`src/rtl/zcd_pkg.sv`:
```
package zcd_pkg;
   // Detector flavours chosen at elaboration
   typedef enum logic [0:0] {
      DET_CARRY_ONLY = 1'b0,
      DET_CARRY_AND_COUNT = 1'b1
   } det_variant_e;

   function automatic int unsigned clog2_min1(input int unsigned v);
      int unsigned r;
      r = $clog2(v);
      return (r == 0) ? 1 : r;
   endfunction
endpackage

```
`src/rtl/zcd_detect.sv`:
```
module zcd_detect
   import zcd_pkg::*;
#(
   parameter int unsigned WIDTH = 16,
   parameter det_variant_e VARIANT = DET_CARRY_AND_COUNT,
   localparam int unsigned CNT_W = $clog2(WIDTH + 1)
) (
   input  logic [WIDTH-1:0] prev_word,
   input  logic [WIDTH-1:0] new_word,
   input  logic             cnt_en,
   input  logic [CNT_W-1:0] cnt_limit,
   output logic             hit
);
   logic carry_hit;
   logic count_hit;
   logic [WIDTH-1:0] toggled;

   assign toggled = prev_word ^ new_word;

   // Major carry: lower bits all the inverse of the top bit, and every bit flips
   always_comb begin
      carry_hit = (&toggled) &&
                  (prev_word[WIDTH-2:0] == {(WIDTH-1){~prev_word[WIDTH-1]}});
   end

   generate
      if (VARIANT == DET_CARRY_AND_COUNT) begin : g_count
         logic [CNT_W-1:0] ones;
         always_comb begin
            ones = '0;
            for (int i = 0; i < WIDTH; i++) begin
               ones = ones + CNT_W'(toggled[i]);
            end
         end
         assign count_hit = cnt_en && (ones > cnt_limit);
      end else begin : g_nocount
         logic unused_cfg;
         assign unused_cfg = cnt_en ^ (^cnt_limit);
         assign count_hit = 1'b0;
      end
   endgenerate

   assign hit = carry_hit | count_hit;
endmodule

```
`src/rtl/zcd_encode.sv`:
```
module zcd_encode #(
   parameter int unsigned WIDTH = 16,
   parameter bit          HAS_SM = 1'b1
) (
   input  logic [WIDTH-1:0] in_word,
   input  logic             sm_en,
   output logic [WIDTH-1:0] enc_word,
   output logic             enc_neg
);
   generate
      if (HAS_SM) begin : g_sm
         logic             below;
         logic [WIDTH-2:0] mag;
         assign below = ~in_word[WIDTH-1];
         always_comb begin
            if (!below) begin
               mag = in_word[WIDTH-2:0];
            end else if (in_word == '0) begin
               mag = '1;                        // saturate most-negative code
            end else begin
               mag = (~in_word[WIDTH-2:0]) + 1'b1;  // mid-scale minus input
            end
         end
         always_comb begin
            if (sm_en) begin
               enc_word = {1'b0, mag};
               enc_neg  = below;
            end else begin
               enc_word = in_word;
               enc_neg  = 1'b0;
            end
         end
      end else begin : g_pass
         logic unused_sm;
         assign unused_sm = sm_en;
         assign enc_word = in_word;
         assign enc_neg  = 1'b0;
      end
   endgenerate
endmodule

```
`src/rtl/zcd_pulse.sv`:
```
module zcd_pulse #(
   parameter int unsigned LEN_W = 8,
   parameter int unsigned PULSE_DEFAULT = 8
) (
   input  logic             clk,
   input  logic             rst_n,
   input  logic             fire,
   input  logic [LEN_W-1:0] len,
   output logic             active
);
   localparam logic [LEN_W-1:0] DEF_LEN = LEN_W'(PULSE_DEFAULT);

   logic [LEN_W-1:0] remain;
   logic [LEN_W-1:0] load_val;

   assign load_val = (len == '0) ? DEF_LEN : len;

   always_ff @(posedge clk or negedge rst_n) begin
      if (!rst_n) begin
         remain <= '0;
      end else if (fire) begin
         remain <= load_val;
      end else if (remain != '0) begin
         remain <= remain - 1'b1;
      end
   end

   assign active = (remain != '0);
endmodule

```
`src/rtl/zc_deglitch.sv`:
```
module zc_deglitch
   import zcd_pkg::*;
#(
   parameter int unsigned WIDTH = 16,
   parameter int unsigned LEN_W = 8,
   parameter int unsigned PULSE_DEFAULT = 8,
   parameter bit          HAS_COUNT = 1'b1,
   parameter bit          HAS_SM = 1'b1,
   localparam int unsigned CNT_W = $clog2(WIDTH + 1)
) (
   input  logic             clk,
   input  logic             rst_n,
   input  logic             smp_valid,
   input  logic [WIDTH-1:0] smp_word,
   input  logic [LEN_W-1:0] mute_len,
   input  logic             cnt_en,
   input  logic [CNT_W-1:0] cnt_limit,
   input  logic             sm_en,
   output logic [WIDTH-1:0] dac_word,
   output logic             dac_neg,
   output logic             mute
);
   localparam logic [WIDTH-1:0] MID = {1'b1, {(WIDTH-1){1'b0}}};
   localparam det_variant_e VAR = HAS_COUNT ? DET_CARRY_AND_COUNT : DET_CARRY_ONLY;

   initial begin
      assert (WIDTH >= 4) else $error("WIDTH must be at least 4");
      assert (PULSE_DEFAULT > 0 && PULSE_DEFAULT < (1 << LEN_W))
         else $error("PULSE_DEFAULT must fit LEN_W and be nonzero");
   end

   logic [WIDTH-1:0] last_word;
   logic             step_hit;
   logic [WIDTH-1:0] enc_word;
   logic             enc_neg;

   zcd_detect #(.WIDTH(WIDTH), .VARIANT(VAR)) u_det (
      .prev_word (last_word),
      .new_word  (smp_word),
      .cnt_en    (cnt_en),
      .cnt_limit (cnt_limit),
      .hit       (step_hit)
   );

   zcd_encode #(.WIDTH(WIDTH), .HAS_SM(HAS_SM)) u_enc (
      .in_word  (smp_word),
      .sm_en    (sm_en),
      .enc_word (enc_word),
      .enc_neg  (enc_neg)
   );

   zcd_pulse #(.LEN_W(LEN_W), .PULSE_DEFAULT(PULSE_DEFAULT)) u_pulse (
      .clk    (clk),
      .rst_n  (rst_n),
      .fire   (smp_valid & step_hit),
      .len    (mute_len),
      .active (mute)
   );

   always_ff @(posedge clk or negedge rst_n) begin
      if (!rst_n) begin
         last_word <= MID;
         dac_word  <= MID;
         dac_neg   <= 1'b0;
      end else if (smp_valid) begin
         last_word <= smp_word;
         dac_word  <= enc_word;
         dac_neg   <= enc_neg;
      end
   end
endmodule

```
`config.mk`:
```
export PLATFORM = sky130hd
export DESIGN_NAME = zc_deglitch
export DESIGN_NICKNAME = d
export VERILOG_FILES = /design/src/rtl/zcd_pkg.sv /design/src/rtl/zcd_detect.sv /design/src/rtl/zcd_encode.sv /design/src/rtl/zcd_pulse.sv /design/src/rtl/zc_deglitch.sv
export SDC_FILE = /design/constraint.sdc
export NUM_CORES = 1
export LEC_CHECK = 0
export BUFFER_PORTS_ARGS = -buffer_cell sky130_fd_sc_hd__buf_2
export CAP_MARGIN = 20
export CELL_PAD_IN_SITES_DETAIL_PLACEMENT = 1
export CELL_PAD_IN_SITES_GLOBAL_PLACEMENT = 1
export CORE_UTILIZATION = 27
export CTS_CLUSTER_DIAMETER = 150
export CTS_CLUSTER_SIZE = 24
export DETAILED_ROUTE_END_ITERATION = 12
export PLACE_DENSITY = 0.52
export REMOVE_ABC_BUFFERS = 1
export SLEW_MARGIN = 15
export SYNTH_ARGS = -nofsm -noshare
export SYNTH_HDL_FRONTEND = slang
export SYNTH_SLANG_ARGS = --single-unit
```
`constraint.sdc`:
```
create_clock -name clk -period 4.77 [get_ports clk]
set_input_delay 0.954 -clock clk [delete_from_list [all_inputs] [get_ports clk]]
set_output_delay 0.954 -clock clk [all_outputs]
set_load 0.05 [all_outputs]
```
==> metrics.txt <==
clk slew on worst S/H paths 0.08 ns; Synth Register Bits 41; fin crit share 117.2%; r2r worst-path depth 17; Tot Pwr 2.097 mW; worst path required time 4.95 ns; Die ar. 0.01125 mm²; Slew Limit Headroom 62.02%; largest cells by area after synthesis dfrtp_1 33%, mux2_2 8.1%, fa_1 6.8%; highest clock rate 0.1789 GHz; post-route ant nets 0; largest net degree at the start of global routing 42; Post-Syn Instances 294; GP Congestion 0.7866; Rows 37; CP endpoint kind flop; Hold WC Path Type reg2reg; cell area after synthesis 0.002924 mm²; H-tree depth 2; hold path depth 1; Critical Path Fanout Max 7; nets@finish 430; Worst setup SP type primary input; Slowest-stage cell, CP fa_2; clock skew 0.008230 ns; synth unique cells 51; Largest stage delay, worst path 0.55 ns; internal reg-to-reg setup slack -0.54 ns; grt ovf 0; clk sinks 41; CP Cell Sequence buf_8 -> xor2_2 -> ha_1 -> fa_1 -> fa_2 -> fa_1 -> fa_1 -> fa_2 -> inv_2 -> fa_2 -> nor2b_2 -> o21a_1 -> ha_1 -> and4_4 -> a21oi_2 -> a221oi_2 -> a31o_4 -> mux2_4; Buf+Inv Stages, Crit Path 2; total number of vias 2458; DR iter-0 viols 48; status finished with violations; Reg-to-Reg End u_pulse.remain[2]; Least-Margin Pin Slew 0.5697 ns; I/O pins 52; worst r2r src last_word[0]; share of the synthesized area in the top cell type 33.38%; dominant cell type by area after synthesis dfrtp_1; Post-synth top flop dfrtp_1; Crit path arrival time 5.77 ns; number of synthesized flops with an enable pin 0; Hold Fails Final Rpt 0; number of synthesis warnings 0; max-cap violations 0; final worst slack -0.8202 ns; dpl ws -1.307 ns; Buffers on Ports 51; RSZ-0062 raised after global routing true; minimum clock period 5.590 ns; total CTS buffers 5; initial antenna violation count 0; chip width 106.1 µm; Initial Util 28.07%; Slew Viols, Final 0; Cell Pwr Density 559.0 mW/mm²; clock root cell clkbuf_8; WL/cell 16.13 µm; Core ar. 0.01042 mm²; clk_lat worst skew 0.29 ns; Fill cells 1219; CTS tree built; DRC 0; first-pass GRT wire length 13660 µm; failing checks setup timing; dpl hpwl 6296 µm; proportion of layout cells with a drive suffix above 1 36.10%; Async SR Flop Fraction 100.0%; Area Overhead vs Synth 28.28%; routed vias/inst 4.820; Final setup viols 8; CP Class in2reg; cell family with most CP delay adder cells; n_diodes 0; static leakage 1.703 nW; worst vdd ir 0.2947 mV; Mapped Avg Cell Area 9.946 µm²; GRT Overall Usage 15.45%; clk buf depth 2; Die Ht 106.1 µm; share of the yosys chip area belonging to registers 35.17%; beginning of the worst hold path dac_word[13]; Hold Path End dac_word[13]; vias in the first global route 2687; first drt pass iteration count 4; Routed WL 8227 µm
==> kinds of logic after synthesis <==
logic type      after synthesis  share of synthesized area, %
simple gates                 74                         15.28
compound gates               62                         14.46
buf+inv                      47                         6.589
flops                        41                         35.17
mux                          25                         9.499
fa+ha+maj                    23                         12.41
xor+xnor                     22                         6.589
==> sequential cells by signal, indices dropped and copies added (netlist names) <==
signal          cells
dac_word           16
u_pulse.remain      8
last_word          16
dac_neg             1
==> worst max-delay path by stage <==
stage	start	end	slack, ns	cells after the start
finish	smp_word[0]	u_pulse.remain[2]	-0.82	18
CTS	smp_word[1]	u_pulse.remain[0]	-0.78	18
floorplan	smp_word[0]	u_pulse.remain[0]	-0.87	17
global route	smp_word[0]	u_pulse.remain[2]	-0.93	18
detailed placement	smp_word[0]	u_pulse.remain[0]	-1.31	18
global placement	smp_word[0]	u_pulse.remain[0]	-1.18	18
==> layout by cell type, fill, tap and decap left out, types with 5 or more instances in the layout <==
master,count
a21oi_1,10
a31oi_1,5
buf_2,49
buf_4,35
clkbuf_8,6
dfrtp_1,39
fa_1,7
ha_1,12
inv_1,30
mux2_2,16
mux2_4,6
nand2_1,13
nand4_1,6
nor2_1,14
nor3_1,7
nor3b_1,5
nor4_1,5
o211ai_1,5
o21ai_0,14
or4_1,5
xnor2_1,6
xor2_1,15
==> cell type report <==
class | count | area, µm² | area share (%)
sequential | 41 | 1028 | 27.42
clock buffer | 8 | 90.09 | 2.402
inverter | 32 | 120.1 | 3.202
multi-input combinational | 206 | 1780 | 47.47
timing repair buffer | 87 | 561.8 | 14.98
tap | 136 | 170.2 | 4.536
==> cell usage after synthesis, drive strengths merged, types with 2 or more instances <==
library cell,n
a21o,4
a21oi,12
a31o,2
a31oi,5
buf,8
clkbuf,7
dfrtp,39
dfstp,2
fa,10
ha,13
inv,32
mux2,22
mux2i,3
nand2,13
nand2b,3
nand3,4
nand4,6
nor2,14
nor2b,2
nor3,7
nor3b,5
nor4,6
nor4b,2
o211ai,5
o21a,2
o21ai,14
o221ai,4
o2bb2ai,3
o31ai,2
o32ai,2
or4,5
or4b,2
xnor2,6
xor2,16
==> where the power goes <==
| part | internal [mW] | switching (mW) |
|---|---|---|
| Clock | 0.118 | 0.123 |
| Sequential | 0.416 | 0.0537 |
| Combinational | 0.708 | 0.678 |
| Total | 1.24 | 0.855 |
==> per-layer routing <==
layer / wire length (µm) / global-route usage, % / share of wire [%]
met1: 4067 / 20.78 / 49
met2: 3912 / 26.28 / 48
met3: 163 / 1.839 / 2.0
met4: 83 / 3.869 / 1.0
met5: 0 / 0 / 0
==> timing repair <==
action	CTS	global route
setup endpoints to repair	8	8
hold buffers	0	0
gates resized for setup	19	3
buffers inserted	1	0
pin swaps	14	5
==> metrics by stage <==
step	utilization [%]	cells	area (µm²)	TNS, ns	hold WS, ns
floorplan	-	279	2851	-6.498	0.4996
global placement	33.91	500	3532	-9.301	0.4660
detailed placement	33.91	500	3532	-10.23	0.4722
CTS	35.62	509	3710	-6.101	0.5026
global route	36.01	510	3751	-7.325	0.5159
finish	36.01	510	3751	-6.452	0.4977
Power figures use the tool's default switching activity.
